[config.mk]
export PLATFORM = sky130hd
export DESIGN_NAME = slp_evt_ctrl
export DESIGN_NICKNAME = d
export VERILOG_FILES = /design/src/rtl/slp_pkg.sv /design/src/rtl/slp_evt_latch.sv /design/src/rtl/slp_power_fsm.sv /design/src/rtl/slp_gate_decode.sv /design/src/rtl/slp_evt_ctrl.sv
export SDC_FILE = /design/constraint.sdc
export NUM_CORES = 1
export LEC_CHECK = 0
export CAP_MARGIN = 10
export CORE_AREA = 2 2 39 41
export DETAILED_ROUTE_END_ITERATION = 12
export DIE_AREA = 0 0 41 43
export DONT_BUFFER_PORTS = 1
export SLEW_MARGIN = 40
export SYNTH_ARGS = -nofsm -noshare
export SYNTH_HDL_FRONTEND = slang
export SYNTH_HIERARCHICAL = 1
export SYNTH_SLANG_ARGS = --single-unit
[constraint.sdc]
create_clock -name clk -period 2.35 [get_ports clk]
set_clock_uncertainty 0.2 [all_clocks]
set_input_delay 0.3525 -clock clk [delete_from_list [all_inputs] [get_ports clk]]
set_output_delay 0.3525 -clock clk [all_outputs]
set_load 0.01 [all_outputs]
[src/rtl/slp_pkg.sv]
package slp_pkg;

    // Power state of the controller
    typedef enum logic [1:0] {
        ST_RUN  = 2'd0,  // core executing
        ST_NAP  = 2'd1,  // core clock gated only
        ST_DEEP = 2'd2,  // system clock gated, PLL and flash powered down
        ST_WAKE = 2'd3   // power restored, system clock still gated
    } slp_state_e;

endpackage

[src/rtl/slp_evt_latch.sv]
module slp_evt_latch (
    input  logic clk,
    input  logic rst_n,
    input  logic set_i,      // send-event or external event this cycle
    input  logic consume_i,  // a wait-for-event consumes the latch
    output logic evt_o
);

    logic evt_d, evt_q;

    // The set is applied first, then the consume, so a same-cycle pair ends clear
    always_comb begin
        evt_d = (evt_q | set_i) & ~consume_i;
    end

    always_ff @(posedge clk or negedge rst_n) begin
        if (!rst_n) evt_q <= 1'b0;
        else        evt_q <= evt_d;
    end

    assign evt_o = evt_q;

    AST_LATCH_SET: assert property (@(posedge clk) disable iff (!rst_n)
        (set_i && !consume_i) |=> evt_q);

    AST_LATCH_CONSUMED: assert property (@(posedge clk) disable iff (!rst_n)
        consume_i |=> !evt_q);

endmodule

[src/rtl/slp_power_fsm.sv]
module slp_power_fsm
    import slp_pkg::*;
#(
    parameter int WAKE_GAP = 1
) (
    input  logic       clk,
    input  logic       rst_n,
    input  logic       wfi_i,
    input  logic       wfe_i,
    input  logic       set_i,
    input  logic       evt_i,
    input  logic       irq_i,
    input  logic       dbg_i,
    input  logic       deep_i,
    output logic       consume_o,
    output slp_state_e st_o
);

    localparam int CW = (WAKE_GAP > 1) ? $clog2(WAKE_GAP) : 1;
    localparam logic [CW-1:0] CNT_LAST = CW'(WAKE_GAP - 1);

    typedef struct packed {
        slp_state_e    st;
        logic          by_wfe;  // current sleep was entered by wait-for-event
        logic [CW-1:0] cnt;
    } fsm_t;

    fsm_t fsm_d, fsm_q;
    logic wake;
    logic consume;

    always_comb begin
        fsm_d   = fsm_q;
        consume = 1'b0;
        wake    = irq_i | dbg_i | (fsm_q.by_wfe & set_i);
        unique case (fsm_q.st)
            ST_RUN: begin
                if (wfi_i) begin
                    fsm_d.st     = deep_i ? ST_DEEP : ST_NAP;
                    fsm_d.by_wfe = 1'b0;
                end else if (wfe_i) begin
                    consume = 1'b1;
                    if (!(evt_i | set_i)) begin
                        fsm_d.st     = deep_i ? ST_DEEP : ST_NAP;
                        fsm_d.by_wfe = 1'b1;
                    end
                end
            end
            ST_NAP, ST_DEEP: begin
                consume = fsm_q.by_wfe;
                if (wake) begin
                    fsm_d.st     = (fsm_q.st == ST_NAP) ? ST_RUN : ST_WAKE;
                    fsm_d.by_wfe = 1'b0;
                    fsm_d.cnt    = '0;
                end
            end
            ST_WAKE: begin
                if (fsm_q.cnt == CNT_LAST) fsm_d.st  = ST_RUN;
                else                       fsm_d.cnt = fsm_q.cnt + 1'b1;
            end
            default: fsm_d.st = ST_RUN;
        endcase
    end

    always_ff @(posedge clk or negedge rst_n) begin
        if (!rst_n) fsm_q <= '{st: ST_RUN, by_wfe: 1'b0, cnt: '0};
        else        fsm_q <= fsm_d;
    end

    assign consume_o = consume;
    assign st_o      = fsm_q.st;

    AST_WFI_ENTERS: assert property (@(posedge clk) disable iff (!rst_n)
        (st_o == ST_RUN && wfi_i) |=> (st_o != ST_RUN));

    AST_WFE_FALLS_THROUGH: assert property (@(posedge clk) disable iff (!rst_n)
        (st_o == ST_RUN && wfe_i && !wfi_i && (evt_i || set_i)) |=> (st_o == ST_RUN));

    AST_NAP_WAKES: assert property (@(posedge clk) disable iff (!rst_n)
        (st_o == ST_NAP && (irq_i || dbg_i)) |=> (st_o == ST_RUN));

    AST_DEEP_HOLDS: assert property (@(posedge clk) disable iff (!rst_n)
        (st_o == ST_DEEP && !irq_i && !dbg_i && !set_i) |=> (st_o == ST_DEEP));

    AST_DEEP_EXIT_ORDER: assert property (@(posedge clk) disable iff (!rst_n)
        (st_o == ST_RUN && $past(st_o) != ST_RUN) |-> ($past(st_o) != ST_DEEP));

endmodule

[src/rtl/slp_gate_decode.sv]
module slp_gate_decode
    import slp_pkg::*;
(
    input  logic       clk,
    input  logic       rst_n,
    input  slp_state_e st_i,
    output logic       core_clk_en_o,
    output logic       sys_clk_en_o,
    output logic       pll_pd_o,
    output logic       flash_pd_o,
    output logic       stall_o
);

    always_comb begin
        core_clk_en_o = (st_i == ST_RUN);
        stall_o       = (st_i != ST_RUN);
        sys_clk_en_o  = (st_i == ST_RUN) || (st_i == ST_NAP);
        pll_pd_o      = (st_i == ST_DEEP);
        flash_pd_o    = (st_i == ST_DEEP);
    end

    AST_PD_NEEDS_SYS_OFF: assert property (@(posedge clk) disable iff (!rst_n)
        (pll_pd_o || flash_pd_o) |-> (!sys_clk_en_o && stall_o));

    AST_SYS_BACK_AFTER_PD: assert property (@(posedge clk) disable iff (!rst_n)
        $fell(pll_pd_o) |-> !sys_clk_en_o);

endmodule

[src/rtl/slp_evt_ctrl.sv]
module slp_evt_ctrl
    import slp_pkg::*;
#(
    parameter int WAKE_GAP = 1
) (
    input  logic clk,
    input  logic rst_n,
    input  logic wfi_pulse,
    input  logic wfe_pulse,
    input  logic sev_pulse,
    input  logic ext_evt,
    input  logic irq_pend,
    input  logic dbg_req,
    input  logic deep_sel,
    output logic core_clk_en,
    output logic sys_clk_en,
    output logic pll_pd_req,
    output logic flash_pd_req,
    output logic core_stall
);

    logic       evt_set;
    logic       evt_now;
    logic       evt_consume;
    slp_state_e st;

    assign evt_set = sev_pulse | ext_evt;

    slp_evt_latch u_latch (
        .clk       (clk),
        .rst_n     (rst_n),
        .set_i     (evt_set),
        .consume_i (evt_consume),
        .evt_o     (evt_now)
    );

    slp_power_fsm #(.WAKE_GAP(WAKE_GAP)) u_fsm (
        .clk       (clk),
        .rst_n     (rst_n),
        .wfi_i     (wfi_pulse),
        .wfe_i     (wfe_pulse),
        .set_i     (evt_set),
        .evt_i     (evt_now),
        .irq_i     (irq_pend),
        .dbg_i     (dbg_req),
        .deep_i    (deep_sel),
        .consume_o (evt_consume),
        .st_o      (st)
    );

    slp_gate_decode u_dec (
        .clk           (clk),
        .rst_n         (rst_n),
        .st_i          (st),
        .core_clk_en_o (core_clk_en),
        .sys_clk_en_o  (sys_clk_en),
        .pll_pd_o      (pll_pd_req),
        .flash_pd_o    (flash_pd_req),
        .stall_o       (core_stall)
    );

    AST_STALL_WITH_GATE: assert property (@(posedge clk) disable iff (!rst_n)
        core_stall == !core_clk_en);

endmodule

After elaboration in Yosys (flattened, before gate mapping). Index checks and enable logic that the tools add are counted.

Add/subtract/negate cells: 1. Equality and inequality tests: 7. Muxes and demuxes: 14. Bitwise gates (word level): 7. Reductions and logical operators: 9.

Operator list (count): 3-bit two-way mux (3); 4-bit AND reduction (2); 2-bit two-way mux (3); 3-bit != test (second input constant) (2); 1-bit case mux with 2 select lines (3); 2-bit case mux with 3 select lines (1); 2-bit nonzero test (3); 2-bit equality test (second input constant) (2); 4-bit two-way mux (1); 1-bit OR (4); 1-bit two-way mux (3); 1-bit AND (2); 2-bit by 1-bit equality test with 1-bit output (second input constant) (1); 2-bit logical NOT (1); 2-bit by 1-bit != test with 1-bit output (second input constant) (1); 2-bit != test (second input constant) (1); 2-bit AND reduction (1); 2-bit OR reduction (1); 1-bit adder (second input constant) (1); 1-bit logical OR (1); 1-bit NOT (1).

Bits in registers: 5. Input bits: 9. Output and inout bits: 5. Logic and storage cells: 42.

Depth between registers and ports, before layout.
Depth after elaboration: 6. Depth in mapped cells: 5. Mapped depth without buffers: 5.

By module. The synthesis kept the hierarchy.

By module, submodules not included: slp_power_fsm (times used 1, cells an instance 31, area each 275.3 um2); slp_evt_latch (times used 1, cells an instance 2, area each 35.0 um2); slp_gate_decode (times used 1, cells an instance 5, area each 30.0 um2); slp_evt_ctrl (times used 1, cells an instance 1, area each 6.3 um2).

Worst setup path after synthesis. No wires, ideal clock.

Kind: register to register. Start: register u_fsm.fsm_q (netlist bit u_fsm/st_o[0]). End: register u_fsm.fsm_q (netlist bit u_fsm/st_o[0]). Setup time: 0.128 ns. Data arrival time: 1.371 ns. Setup slack: 0.651 ns. Stages on the path, launching flop included: 6. Period minus slack after synthesis: 1.699 ns. Path through: dfrtp_1 > inv_1 > ha_1 > nor3b_1 > o2bb2ai_1 > mux2_1.

Cells in the longest elaborated chain, start to end: 4. Elaborated cells on any way between the ends: 13. Those cells by class: eq/ne: 7; mux: 3; reduce/logical: 3.

RTL lines: start: declaration (RTL line slp_power_fsm.sv:28) `fsm_t fsm_d, fsm_q;`; start signal: assignment (RTL line slp_power_fsm.sv:66) `if (!rst_n) fsm_q <= '{st: ST_RUN, by_wfe: 1'b0, cnt: '0};`; start signal: assignment (RTL line slp_power_fsm.sv:67) `else fsm_q <= fsm_d;`; 2-bit by 1-bit equality test with 1-bit output or 2-bit equality test (tied branches) (RTL line slp_power_fsm.sv:36, slp_power_fsm.sv:52); 2-bit two-way mux or 2-bit OR reduction (tied branches) (RTL line slp_power_fsm.sv:52, slp_power_fsm.sv:36); 4-bit two-way mux or 2-bit by 1-bit != test with 1-bit output (tied branches); 2-bit case mux with 3 select lines or 4-bit AND reduction (tied branches).

Several ways; a longest one is shown, not always the timed one. The select of a mux whose other input is x is not followed. A chain may end at the register's enable or synchronous reset.

Worst setup path in the final report.
Start: register u_fsm.fsm_q (netlist bit u_fsm/st_o[1]). End: register u_fsm.fsm_q (netlist bit u_fsm/st_o[0]).

Same word-level chain as after synthesis.

==> metrics.md <==
| Metric | Value |
|---|---|
| Worst-path fanout max | `8` |
| Mapped Nets | `51` |
| Initial antenna violation count | `0` |
| First-pass GRT wire length | `869 um` |
| Yosys warning total | `6` |
| Max rail drop VDD | `279.3 uV` |
| Post-Place Worst Slack | `0.4202 ns` |
| Syn Inst Count | `39` |
| Worst Path Required | `2.26 ns` |
| TritonCTS Sinks | `4` |
| Slowest-stage cell, CP | `dfrtp_1` |
| Post-Layout Inst Area | `376.6 um2` |
| CP endpoint kind | `flop` |
| Post-synth top area share | `0.2888` |
| Final Hold Vio Count | `0` |
| Syn-to-layout area delta | `8.664%` |
| Via count | `261` |
| Post-CTS setup buffers | `0` |
| GRT Util Overall | `0.07669` |
| Post-Syn Area | `346.6 um2` |
| CTS max path bufs | `2` |
| Register Area | `100.1 um2` |
| CTS root buf | `clkbuf_4` |
| Pwr per Cell Area | `1202 nW/um2` |
| Drt drc | `0` |
| Die area | `1763 um2` |
| Max-cap violations | `0` |
| Initial DRC count | `2` |
| WL/cell | `9.875 um` |
| Max-slew violation count | `0` |
| Post-CTS Resized | `0` |
| Top-count cell post-synth | `inv_1` |
| Initial Util | `0.2505` |
| # IOs | `14` |
| Main synth FF type | `dfrtp_1` |
| Worst path cell trace | `inv_1, ha_1, nor3b_1, o2bb2ai_1, mux2_1` |
| Worst-path clk slew | `0.03 ns` |
| Filler cells | `153` |
| CP max stage delay | `0.45 ns` |
| H-tree depth | `1` |
| Critical path class | `reg2reg` |
| Max-Slew Margin vs Limit | `0.8335` |
| Period utilisation layout | `0.8117` |
| Status | `finished clean` |
| Vias per inst | `4.661` |
| Grt ovf | `0` |
| Slew @ Worst Pin | `0.2497 ns` |
| Clk_lat worst skew | `0.23 ns` |
| Layout cells sized above 1 | `0.1250` |
| R2R setup slack | `0.44 ns` |
| Area occupied by multi-input gates | `205.2 um2` |
| WP data arrival | `1.81 ns` |
| Startpoint Class | `flop` |
| Core area | `1384 um2` |
| ANT nets after route | `0` |
| LEAKAGE | `0.0001669 uW` |
| Mapped Avg Cell Area | `8.887 um2` |
| Yosys reg bits | `4` |
| Final WL | `553 um` |
| Die X | `41 um` |
| Final setup violating endpoints | `0` |
| CTS buffer count | `3` |
| Vias in the first global route | `241` |
| Post-synth EDFFs | `0` |
| Seq/Total Area, Yosys | `0.2888` |
| Asr flop ratio synth | `1.000` |
| Ant diodes | `0` |
| Layout Nets | `54` |
| Setup_tns | `0 ns` |
| Setup ws final | `0.4426 ns` |
| Top post-synthesis cells by area | `dfrtp_1, ha_1, buf_4` |
| Yosys cell types | `20` |
| DP HPWL | `471.3 um` |
| Achievable Freq | `524.3 MHz` |
| Die Ht | `43 um` |
| Fin crit period | `1.907 ns` |
| RSZ-0062 raised after global routing | `false` |
| Buffers on Ports | `0` |
| Synth top cells by count | `inv_1, dfrtp_1, nand2_1` |
| First-pass DRT Iterations | `2` |
| Row cnt | `14` |
| Pin count of the biggest net entering global routing | `9` |
| Hold crit path type | `in2reg` |
| Placed Area | `344.1 um2` |
| CTS tree | `done` |
| Cell taking the most area after synthesis | `dfrtp_1` |
| Routability cong. | `0.6569` |
## cells in the final DEF (no fill, tap or decap), drive strengths merged
master / count
o211ai: 1
dfrtp: 4
inv: 5
or3: 1
nor3b: 2
nand2: 4
a21oi: 1
or2: 2
o21ai: 1
dlygate4sd3: 1
mux2: 2
or4b: 1
nand3b: 1
and2b: 1
o21ba: 1
clkbuf: 3
nand2b: 2
o2bb2ai: 2
nor2: 2
ha: 3
## layout make-up
cell class                      instances  share of cell area
Sequential cell                         4              0.2658
Tap cell                               16             0.05316
Timing Repair Buffer                    1             0.02658
Inverter                                5             0.04983
Clock buffer                            3             0.05980
Multi-Input combinational cell         27              0.5449
## metal layers
metal  wire length, um  up-vias  track usage
met3                24        2      0.01571
li1                  -      130            -
met5                 0        -            0
met2               295        8       0.1219
met1               215      121      0.07190
met4                18        0      0.08000
## cells by family after synthesis
kind of cell               Yosys count  share of synthesized area
adders and majority gates            3                     0.1083
muxes                                2                    0.06498
buffers and inverters                8                     0.1191
AOI/OAI and AO/OA                    6                     0.1300
DFF                                  4                     0.2888
and+or+nand+nor                     16                     0.2888
## path summary, 6_finish.rpt
check                                                from                          to  cells after the start
worst max-delay path            u_fsm/st_o[1]$_DFFE_PN0P_   u_fsm/st_o[0]$_DFFE_PN0P_                      5
worst min-delay path                            wfi_pulse  u_fsm/fsm_q[1]$_DFFE_PN0P_                      2
worst max register to register  u_fsm/st_o[1]$_DFFE_PN0P_   u_fsm/st_o[0]$_DFFE_PN0P_                      5
worst min register to register    u_latch/evt_o$_DFF_PN0_     u_latch/evt_o$_DFF_PN0_                      1
max in group asynchronous                           rst_n     u_latch/evt_o$_DFF_PN0_                      1
min in group asynchronous                           rst_n   u_fsm/st_o[1]$_DFFE_PN0P_                      1
## state kept, by name (all words and copies together) (netlist names)
name,flops
u_fsm/fsm_q,1
u_fsm/st_o,2
u_latch/evt_o,1
## metrics by stage
step / instances / total power, uW / hold slack [ns] / util
floorplan: 39 / 360.5 / -0.1431 / -
global placement: 52 / 365.9 / -0.1430 / 0.2486
detailed placement: 52 / 374.5 / -0.1430 / 0.2486
CTS: 56 / 464.5 / 0.1176 / 0.2722
global route: 56 / 500.9 / 0.1274 / 0.2722
finish: 56 / 452.7 / 0.1190 / 0.2722
## critical path, delay by kind of cell (launching register included)
family | cells | cell delay [ns]
AO/OA/AOI/OAI | 1 | 0.19
adder cells (fa/ha/maj) | 1 | 0.33
buffers and inverters | 1 | 0.07
flip-flops | 1 | 0.45
multiplexers | 1 | 0.35
AND/OR/NAND/NOR | 1 | 0.19
## timing repair
item,in CTS,in global routing
hold endpoints to repair,4,0
hold buffers,1,0
setup endpoints to repair,0,0
## power by group
part	switching (uW)	internal [uW]
Combinational	124	110
Clock	25.3	56.9
Sequential	35.9	100
Power figures use the tool's default switching activity.
